--- src/rtl/tag_pkg.sv ---
package tag_pkg;
    localparam int CW = 8;                    // configuration field width
    localparam int WW = 8;                    // wrap count width
    localparam int LW = (CW > WW) ? CW : WW;  // level counter width
    localparam int XW = CW + WW + 2;          // coordinate width
    localparam int AW = 2 * CW;               // address width
    localparam int NLVL = 4;                  // i0, i1, traversal A, traversal B

    typedef struct packed {
        logic          dim;
        logic [CW-1:0] stride;
        logic [WW-1:0] wrap;
    } lvl_t;

    typedef struct packed {
        logic [CW-1:0] bsz0;
        logic [CW-1:0] bsz1;
        logic [CW-1:0] tsz0;
        logic [CW-1:0] tsz1;
        logic [CW-1:0] off0;
        logic [CW-1:0] off1;
        lvl_t          la;
        lvl_t          lb;
    } cfg_t;

    typedef enum logic {ST_IDLE = 1'b0, ST_RUN = 1'b1} st_t;

    function automatic logic cfg_ok(cfg_t c);
        return (c.tsz0 != '0) && (c.tsz1 != '0) &&
               (c.la.wrap != '0) && (c.lb.wrap != '0);
    endfunction
endpackage

--- src/rtl/tag_level.sv ---
module tag_level #(
    parameter int LW = 8,
    parameter int XW = 18
) (
    input  logic          clk,
    input  logic          rst,
    input  logic          clr,
    input  logic          step,
    input  logic [LW-1:0] stride,
    input  logic [LW-1:0] wrap,
    output logic          last,
    output logic [XW-1:0] pos
);
    logic [LW-1:0] cnt;

    assign last = (cnt == wrap - 1'b1);

    always_ff @(posedge clk) begin
        if (rst || clr) begin
            cnt <= '0;
            pos <= '0;
        end else if (step) begin
            if (last) begin
                cnt <= '0;
                pos <= '0;
            end else begin
                cnt <= cnt + 1'b1;
                pos <= pos + XW'(stride);
            end
        end
    end
endmodule

--- src/rtl/tag_addr_calc.sv ---
module tag_addr_calc
    import tag_pkg::*;
(
    input  cfg_t          cfg,
    input  logic [XW-1:0] p_i0,
    input  logic [XW-1:0] p_i1,
    input  logic [XW-1:0] p_a,
    input  logic [XW-1:0] p_b,
    output logic          inb,
    output logic [AW-1:0] addr
);
    logic [XW-1:0]    c0, c1;
    logic [XW+CW-1:0] prod;

    always_comb begin
        c0 = XW'(cfg.off0) + p_i0;
        c1 = XW'(cfg.off1) + p_i1;
        if (cfg.la.dim) c1 = c1 + p_a; else c0 = c0 + p_a;
        if (cfg.lb.dim) c1 = c1 + p_b; else c0 = c0 + p_b;
        inb  = (c0 < XW'(cfg.bsz0)) && (c1 < XW'(cfg.bsz1));
        prod = (XW+CW)'(c1) * (XW+CW)'(cfg.bsz0) + (XW+CW)'(c0);
        addr = prod[AW-1:0];
    end
endmodule

--- src/rtl/tag_addr_gen.sv ---
module tag_addr_gen
    import tag_pkg::*;
(
    input  logic          clk,
    input  logic          rst,
    input  logic          start,
    input  logic [CW-1:0] buf0,
    input  logic [CW-1:0] buf1,
    input  logic [CW-1:0] tile0,
    input  logic [CW-1:0] tile1,
    input  logic [CW-1:0] off0,
    input  logic [CW-1:0] off1,
    input  logic          a_dim,
    input  logic [CW-1:0] a_stride,
    input  logic [WW-1:0] a_wrap,
    input  logic          b_dim,
    input  logic [CW-1:0] b_stride,
    input  logic [WW-1:0] b_wrap,
    output logic          busy,
    output logic          out_valid,
    input  logic          out_ready,
    output logic [AW-1:0] out_addr,
    output logic          out_tile_last,
    output logic          out_xfer_last,
    output logic          err
);
    cfg_t          cfg_in, cfg_q;
    st_t           st;
    logic          accept, inb, adv;
    logic [NLVL-1:0] lvl_step, lvl_last;
    logic [LW-1:0]   lvl_stride [NLVL];
    logic [LW-1:0]   lvl_wrap   [NLVL];
    logic [XW-1:0]   lvl_pos    [NLVL];

    always_comb begin
        cfg_in = '{bsz0: buf0, bsz1: buf1, tsz0: tile0, tsz1: tile1,
                   off0: off0, off1: off1,
                   la: '{dim: a_dim, stride: a_stride, wrap: a_wrap},
                   lb: '{dim: b_dim, stride: b_stride, wrap: b_wrap}};
    end

    assign accept = start && (st == ST_IDLE) && cfg_ok(cfg_in);
    assign adv    = (st == ST_RUN) && (inb ? out_ready : 1'b1);

    always_comb begin
        lvl_stride[0] = LW'(1);            lvl_wrap[0] = LW'(cfg_q.tsz0);
        lvl_stride[1] = LW'(1);            lvl_wrap[1] = LW'(cfg_q.tsz1);
        lvl_stride[2] = LW'(cfg_q.la.stride); lvl_wrap[2] = LW'(cfg_q.la.wrap);
        lvl_stride[3] = LW'(cfg_q.lb.stride); lvl_wrap[3] = LW'(cfg_q.lb.wrap);
    end

    genvar k;
    generate
        for (k = 0; k < NLVL; k++) begin : g_lvl
            if (k == 0) begin : g_first
                assign lvl_step[k] = adv;
            end else begin : g_chain
                assign lvl_step[k] = lvl_step[k-1] && lvl_last[k-1];
            end
            tag_level #(.LW(LW), .XW(XW)) u_lvl (
                .clk    (clk),
                .rst    (rst),
                .clr    (accept),
                .step   (lvl_step[k]),
                .stride (lvl_stride[k]),
                .wrap   (lvl_wrap[k]),
                .last   (lvl_last[k]),
                .pos    (lvl_pos[k])
            );
        end
    endgenerate

    tag_addr_calc u_calc (
        .cfg  (cfg_q),
        .p_i0 (lvl_pos[0]),
        .p_i1 (lvl_pos[1]),
        .p_a  (lvl_pos[2]),
        .p_b  (lvl_pos[3]),
        .inb  (inb),
        .addr (out_addr)
    );

    always_ff @(posedge clk) begin
        if (rst) begin
            st    <= ST_IDLE;
            cfg_q <= '0;
            err   <= 1'b0;
        end else begin
            if (accept) begin
                st    <= ST_RUN;
                cfg_q <= cfg_in;
                err   <= 1'b0;
            end else if (st == ST_RUN) begin
                if (!inb) err <= 1'b1;
                if (adv && (&lvl_last)) st <= ST_IDLE;
            end
        end
    end

    assign busy          = (st == ST_RUN);
    assign out_valid     = busy && inb;
    assign out_tile_last = lvl_last[0] && lvl_last[1];
    assign out_xfer_last = &lvl_last;
endmodule

--- config.mk ---
export PLATFORM = sky130hd
export DESIGN_NAME = tag_addr_gen
export DESIGN_NICKNAME = d
export VERILOG_FILES = /design/src/rtl/tag_pkg.sv /design/src/rtl/tag_level.sv /design/src/rtl/tag_addr_calc.sv /design/src/rtl/tag_addr_gen.sv
export SDC_FILE = /design/constraint.sdc
export NUM_CORES = 1
export LEC_CHECK = 0
export BUFFER_PORTS_ARGS = -buffer_cell sky130_fd_sc_hd__buf_2
export CAP_MARGIN = 10
export CORE_MARGIN = 2
export CORE_UTILIZATION = 60
export DETAILED_ROUTE_END_ITERATION = 8
export PLACE_DENSITY_LB_ADDON = 0.05
export SETUP_SLACK_MARGIN = 0.4
export SYNTH_ARGS = -nofsm -noshare
export SYNTH_HDL_FRONTEND = slang
export SYNTH_SLANG_ARGS = --single-unit
--- constraint.sdc ---
create_clock -name clk -period 15.9 [get_ports clk]
set_input_delay 2.385 -clock clk [delete_from_list [all_inputs] [get_ports clk]]
set_output_delay 2.385 -clock clk [all_outputs]
set_load 0.01 [all_outputs]
==> results by group, run 1 <==
Status
  • Status: finished, final reports clean

Floorplan
  • Initial Utilization: 0.609
  • Row cnt: 63
  • Die X: 177 um
  • Die Ht: about 180 um
  • Core area: approximately 0.03 mm2
  • Io pins: roughly 110
  • Die area: around 0.031 mm2

Timing
  • Tightest Pin Transition: approximately 1.1 ns
  • Setup Skew: just under 0.02 ns
  • Final worst setup slack: slightly above 4 ns
  • Setup TNS: 0 ns
  • Final slew viol count: 0
  • Endpoints failing hold: 0
  • Slew HR: 0.271
  • Fmax: between 0.08 and 0.09 GHz
  • Final setup violation count: 0
  • RSZ-0062 raised after global routing: no
  • Min cycle time layout: 11.81 ns
  • Tcrit/Tclk final: 0.743

Critical path
  • CP Data Arrival Time: ~9.4 ns
  • CP Capture Type: primary output
  • CP max-delay cell: a21oi_1
  • Critical path class: reg2out
  • Cells on worst reg2reg path: 26
  • Startpoint types: flop
  • CP peak stage delay: ~0.67 ns
  • Worst endpoint required time: around 14 ns
  • Crit-path leading delay family: adder cells
  • Worst r2r src: g_lvl[1].u_lvl.pos[0]
  • Buf/Inv on CP: 5
  • R2R Setup Slk: about 7.4 ns
  • Crit path max fanout: 9
  • FF-to-FF End: g_lvl[0].u_lvl.pos[4]

Place
  • Port buffer count: around 110
  • DP Worst Slack: between 4 and 5 ns
  • HPWL Detailed: 37.2 mm
  • GP Congestion: ~1

Power and ir drop
  • Combinational Power Share: 0.211
  • Pwr Total: between 1 and 1.5 mW
  • NetSw: ~0.38 mW
  • VDD IR max: between 0.00007 and 0.00008 V
  • Clock network fraction of total power: 0.367
  • Pwr Density: slightly above 60 mW/mm2
  • Sw frac: 0.316
  • Pint: about 0.81 mW
  • Pleak: roughly 8 nW
  • Reg power frac: 0.423

Clocking
  • Clock tree buffer depth: 2
  • Hold buffer count at cts: 0
  • CTS-repair resized insts: 0
  • Clock Latency Late Sink: approximately 0.47 ns
  • TritonCTS Buffers: 17
  • Post-CTS Setup Bufs: 0
  • Num Clock Sinks: roughly 190
  • Root buffer cell: clkbuf_16
  • CTS tree: yes
  • Clock transition at path regs: roughly 0.07 ns
  • H-tree depth: 4

Drt
  • DR DRC count: 0
  • DR vias/cell: 5.99
  • Initial DRC Count: around 1,100
  • Routed Antenna Nets: 0
  • Final WL: just under 50 mm
  • Drt pass-1 iters: 5
  • DR WL/cell: ~18 um
  • Vias: ~16,000

Yosys
  • Async SR Flop Fraction: 0
  • Ys flop type: dfxtp_1
  • Synth Register Bits: 188
  • Synth Warn #: 0
  • Post-Syn Nets: roughly 2,600
  • Synthesized instance count: ~2,300
  • Post-synth cell types: 80
  • Synthesized area: ~0.018 mm2
  • Syn avg cell area: 7.83 um2
  • Sequential area share after synthesis: 0.209
  • Post-synth EDFFs: 0

Cells and area
  • Antenna fix cells: 0
  • # nets final: roughly 2,700
  • Footprint of the multi-input gates: 0.0132 mm2
  • Synth-to-layout area growth: 6.98%
  • Final core utilization: 0.651
  • Ratio of cells with drive above 1 in the final layout: 0.104
  • Register Area: 0.00376 mm2
  • Fill cell count: between 2,000 and 3,000

GRT
  • GRT Util Overall: 0.314
  • GRT overflow: 0
  • First-pass GRT wire length: between 70 and 80 mm
  • Vias in the first global route: ~16,000
  • Pin count of the biggest net entering global routing: 84
  • Initial antenna violation count: 0

Hold path
  • WHS Endpoint: cfg_q[70]
  • Hold Crit Depth: 2
  • HP Start: cfg_q[70]
  • Hold WC Path Type: reg2reg

Run
  • Max cap viols: 0
-- power by group through the flow --
stage | clock (mW) | sequential [mW] | combinational (mW)
floorplan | 0 | 0.504 | 0.184
global placement | 0 | 0.513 | 0.243
detailed placement | 0 | 0.513 | 0.249
CTS | 0.441 | 0.502 | 0.251
global route | 0.461 | 0.504 | 0.281
finish | 0.436 | 0.502 | 0.250
-- area by class of cell --
cell class | instances | share of cell area
multi-input cells | 1849 | 0.683
flip-flops and latches | 188 | 0.196
repair buffers | 121 | 0.0333
inverters | 168 | 0.0328
well taps | 390 | 0.0253
clock buffers | 20 | 0.0227
clock inverters | 11 | 0.00715
-- kinds of logic after synthesis --
kind of cell               Yosys count  synth area share
AOI/OAI and AO/OA                  572             0.202
DFF                                188             0.209
adders and majority gates          232             0.195
muxes                               48            0.0289
buffers and inverters              262            0.0604
and+or+nand+nor                    831             0.222
xor gates and xnor gates           166            0.0823
-- sequential cells by signal, summed over array words and instances (netlist names) --
name and cells:
g_lvl.u_lvl.pos 72, busy 1, cfg_q 82, err 1
g_lvl.u_lvl.cnt 32
-- layer usage --
layer | global-route usage | vias up | share of wire | wire (um)
met1 | 0.425 | 7819 | 0.46 | 22000
met3 | 0.0410 | 67 | 0.058 | 2800
met2 | 0.518 | 456 | 0.46 | 22200
li1 | - | 8118 | - | -
met5 | 0 | - | 0 | 0
met4 | 0.105 | 0 | 0.026 | 1250
-- placed cells by master, fill, tap and decap left out, types with 9 or more instances in the layout --
| master | instances |
|---|---|
| a211o_1 | 9 |
| a211oi_1 | 14 |
| a21o_1 | 33 |
| a21oi_1 | 226 |
| a21oi_2 | 39 |
| a31oi_1 | 14 |
| and2_1 | 32 |
| and3_1 | 15 |
| buf_2 | 107 |
| buf_4 | 14 |
| clkbuf_16 | 17 |
| dfxtp_1 | 187 |
| fa_1 | 82 |
| ha_1 | 150 |
| inv_1 | 167 |
| mux2_2 | 23 |
| mux2i_1 | 23 |
| nand2_1 | 363 |
| nand2b_1 | 19 |
| nand3_1 | 48 |
| nand4_1 | 24 |
| nor2_1 | 130 |
| nor2b_1 | 28 |
| nor3_1 | 31 |
| nor4_1 | 14 |
| o211ai_1 | 13 |
| o21a_1 | 14 |
| o21ai_0 | 91 |
| o21ai_1 | 15 |
| o21bai_1 | 15 |
| o31ai_1 | 35 |
| or3_1 | 46 |
| or4_1 | 43 |
| xnor2_1 | 107 |
| xor2_1 | 57 |
-- synth_stat cells, types with 8 or more instances --
cell / number / area (um2)
nand2_1: 363 / 1360
a21oi_1: 226 / 1130
dfxtp_1: 188 / 3760
inv_1: 167 / 627
ha_1: 150 / 1880
nor2_1: 131 / 492
xnor2_1: 107 / 937
o21ai_0: 91 / 455
fa_1: 82 / 1640
clkbuf_1: 64 / 240
xor2_1: 57 / 499
nand3_1: 48 / 240
or3_1: 47 / 294
or4_1: 43 / 323
a21oi_2: 39 / 342
o31ai_1: 35 / 263
a21o_1: 33 / 248
and2_1: 32 / 200
nor3_1: 32 / 160
nor2b_1: 28 / 175
nand4_1: 24 / 150
mux2_2: 23 / 259
mux2i_1: 23 / 230
nand2b_1: 19 / 119
and3_1: 15 / 93.8
o21ai_1: 15 / 75.1
o21bai_1: 15 / 113
a211oi_1: 14 / 105
a31oi_1: 14 / 87.6
nor4_1: 14 / 87.6
o21a_1: 14 / 105
o211ai_1: 13 / 97.6
buf_6: 11 / 124
a211o_1: 9 / 78.8
buf_1: 8 / 30.0
buf_2: 8 / 40.0
-- per-stage QoR --
| step | hold slack, ns | instance area [um2] | std cells |
|---|---|---|---|
| floorplan | 0.436 | 18000 | 2299 |
| global placement | 0.444 | 18700 | 2714 |
| detailed placement | 0.447 | 18700 | 2714 |
| CTS | 0.459 | 19200 | 2745 |
| global route | 0.479 | 19300 | 2747 |
| finish | 0.458 | 19300 | 2747 |
-- how the worst max path moves through the flow --
| stage | start | endpoint | slack, ns | cells past startpoint |
|---|---|---|---|---|
| 6_report | g_lvl[1].u_lvl.pos[0] | out_addr[15] | 4.09 | 38 |
| 4_1_cts | g_lvl[1].u_lvl.pos[0] | out_addr[15] | 4.16 | 38 |
| 5_1_grt | g_lvl[1].u_lvl.pos[0] | out_addr[15] | 3.54 | 35 |
| 3_5_place_dp | g_lvl[1].u_lvl.pos[0] | out_addr[15] | 4.68 | 35 |
| 2_1_floorplan | g_lvl[1].u_lvl.pos[0] | out_addr[15] | 5.66 | 34 |
| 3_3_place_gp | g_lvl[1].u_lvl.pos[0] | out_addr[15] | 4.78 | 37 |
-- worst min-delay path: cells and delay by family, from the launching register on --
kind	cells	cell delay [ns]
simple gates	1	0.05
compound gates	1	0.05
flops	1	0.31
Power figures use the tool's default switching activity.
==> run 2, diff against run 1 <==
--- a/config.mk
+++ b/config.mk
@@ -8,7 +8,7 @@
 export BUFFER_PORTS_ARGS = -buffer_cell sky130_fd_sc_hd__buf_2
 export CAP_MARGIN = 10
 export CORE_MARGIN = 2
-export CORE_UTILIZATION = 60
+export CORE_UTILIZATION = 57
 export DETAILED_ROUTE_END_ITERATION = 8
 export PLACE_DENSITY_LB_ADDON = 0.05
 export SETUP_SLACK_MARGIN = 0.4
==> constraint.sdc (replaced) <==
create_clock -name clk -period 9.5 [get_ports clk]
set_input_delay 1.425 -clock clk [delete_from_list [all_inputs] [get_ports clk]]
set_output_delay 1.425 -clock clk [all_outputs]
set_load 0.01 [all_outputs]
==> run 2 against run 1 <==
The run now ends with setup timing left. Combinational power up 120%. Power up 80%. Design area up 17%. Sequential share of layout area down 2.8 points. Final cell count up 9.8%. Die area up 5.1%. Critical endpoint is now out_valid. Highest routed layer unchanged.
==> results by group, run 2 (synthesis results as in run 1) <==
Status
  • Status: finished, violations left
  • Failing checks: setup timing

Power and ir drop
  • Pleak: 9.54 nW (+18%)
  • Sw frac: 0.331 (+0.0156)
  • Combinational Power Share: 0.252 (+0.041)
  • Pwr Density: 95.0 mW/mm2 (+54%)
  • VDD IR max: 0.000148 V (+90%)
  • NetSw: 0.707 mW (+89%)
  • Pint: 1.43 mW (+76%)
  • Clock network fraction of total power: 0.353 (-0.014)
  • Reg power frac: 0.395 (-0.028)

Cells and area
  • Largest registers: cfg_q (82), g_lvl.u_lvl.pos (72), g_lvl.u_lvl.cnt (32)
  • Synth-to-layout area growth: 25.0%
  • Most flop-heavy register: cfg_q
  • Largest register FFs: 82 (unchanged)
  • # nets final: 2,918 (+9.6%)
  • Antenna fix cells: 0 (unchanged)
  • Design area: 0.0225 mm2 (+17%)
  • Most frequent cells in the layout: nand2_1 (362), buf_4 (245), dfxtp_1 (178), a21oi_1 (176), inv_1 (166)
  • Commonest non-fill, non-tap cell in the layout: nand2_1
  • Final Non-Filler Cells: 3,015 (+9.8%)
  • Ratio of cells with drive above 1 in the final layout: 0.264 (+0.160)

Critical path
  • Critical path class: reg2out
  • CP Capture Type: primary output
  • CP peak stage delay: 0.63 ns (-0.04 ns)
  • Startpoint types: flop
  • Crit path max fanout: 4 (-5)
  • Worst endpoint required time: 8.08 ns (-5.44 ns)
  • CP Data Arrival Time: 8.56 ns (-0.86 ns)
  • Buf/Inv on CP: 36 (+31)
  • Crit-path leading delay family: buffers and inverters
  • R2R Setup Slk: 0.39 ns (-6.98 ns)
  • CP max-delay cell: or4_4
  • Most Frequent Cell on Critical Path: buf_4

Timing
  • Tightest Pin Transition: 1.13 ns (+0.0655 ns)
  • Fmax: roughly 0.10 GHz
  • RSZ-0062 raised after global routing: yes
  • Final setup violation count: 3 (+3)
  • Endpoints failing hold: 0 (unchanged)
  • Setup Skew: 0.0164 ns (-0.00326 ns)
  • Final slew viol count: 0 (unchanged)
  • Tcrit/Tclk final: 1.05
  • Final worst setup slack: -0.488 ns (-4.58 ns)
  • Slew HR: 0.243 (-0.0281)
  • Min cycle time layout: 9.99 ns

Place
  • HPWL Detailed: 40.0 mm (+7.5%)
  • DP Worst Slack: -0.373 ns (-5.05 ns)
  • DP Area: 0.0198 mm2 (+6.0%)
  • GP Congestion: 0.937 (-4.8%)
  • DP Cell Count: 2,866 (+5.6%)
  • Port buffer count: 106 (unchanged)

Floorplan
  • Core area: 0.0313 mm2 (+5.9%)
  • Die area: 0.0330 mm2 (+5.1%)
  • Io pins: 107 (unchanged)
  • Die X: 182 um (+2.5%)
  • Die Ht: 182 um (+2.5%)
  • Initial Utilization: 0.575 (-0.0341)
  • Row cnt: 65 (+3.2%)

Drt
  • Drt pass-1 iters: 6 (+1)
  • DR WL/cell: 18.5 um (+5.1%)
  • DR DRC count: 0 (unchanged)
  • Final WL: 55.8 mm (+15%)
  • Vias: 17,900 (+8.9%)
  • Initial DRC Count: 1,148 (+0.17%)
  • Routed Antenna Nets: 0 (unchanged)
  • DR vias/cell: 5.94 (-0.80%)

Clocking
  • CTS tree: yes
  • Root buffer cell: clkbuf_16
  • Clock tree buffer depth: 2 (unchanged)
  • Clock Latency Late Sink: 0.47 ns (about the same)
  • Hold buffer count at cts: 0 (unchanged)
  • TritonCTS Buffers: 17 (unchanged)
  • Num Clock Sinks: 188 (unchanged)
  • Clock transition at path regs: 0.08 ns (about the same)
  • H-tree depth: 4 (unchanged)

GRT
  • GRT overflow: 0 (unchanged)
  • Pin count of the biggest net entering global routing: 85 (+1.2%)
  • Initial antenna violation count: 0 (unchanged)
  • Vias in the first global route: 17,300 (+11%)
  • GRT Util Overall: 0.326 (+0.0114)
  • First-pass GRT wire length: 86.8 mm (+11%)

Run
  • Max cap viols: 0 (unchanged)

Hold path
  • Hold WC Path Type: reg2reg
==> run 2: what timing repair did <==
item | 4_1_cts | 5_1_grt
setup endpoints to repair | 8 | 115
cloned | 0 | 9
resized for setup | 111 | 148
buffers inserted | 68 | 39
pin swaps | 69 | 82
==> run 2: path summary, 6_finish.rpt <==
check / from / endpoint / depth (start not counted)
max: cfg_q[42] / out_valid / 53
min: cfg_q[70] / cfg_q[70] / 2
max reg2reg: cfg_q[42] / g_lvl[3].u_lvl.pos[16] / 59
min reg2reg: cfg_q[70] / cfg_q[70] / 2
==> run 2: power by group through the flow <==
stage	sequential [mW]	combinational (mW)	clock [mW]
2_1_floorplan	0.844	0.310	0
3_3_place_gp	0.859	0.444	0
3_5_place_dp	0.860	0.455	0
4_1_cts	0.842	0.478	0.765
5_1_grt	0.847	0.590	0.792
6_report	0.843	0.538	0.755
==> run 2: area by class of cell <==
class                      instances  area (um2)
multi-input combinational       1853       14300
inverter                         168         631
clock buffer                      19         453
fill                            2529        8820
tap                              402         503
clock inverter                    13         150
timing repair buffer             372        2640
sequential                       188        3780
==> run 2: stage by stage <==
step | utilization | TNS (ns) | hold slack [ns] | power (mW)
floorplan | - | 0 | 0.436 | 1.15
global placement | 0.632 | -0.195 | 0.444 | 1.30
detailed placement | 0.632 | -0.373 | 0.450 | 1.32
CTS | 0.683 | -0.707 | 0.460 | 2.09
global route | 0.718 | -2.59 | 0.482 | 2.23
finish | 0.718 | -0.923 | 0.462 | 2.14
==> run 2: worst register-to-register path: cells and delay by family, from the launching register on <==
kind / cells / cell delay, ns
buf+inv: 40 / 5.19
compound gates: 10 / 1.55
simple gates: 4 / 0.91
fa+ha+maj: 3 / 0.83
flops: 1 / 0.35
mux: 1 / 0.14
xor+xnor: 1 / 0.11
==> run 2: routing by layer <==
metal  part of all wire  track usage  up-vias
li1                   -            -     8628
met2               0.47        0.566      617
met1               0.43        0.402     8533
met3              0.052       0.0365      143
met4              0.047        0.161        0
met5                  0            0        -
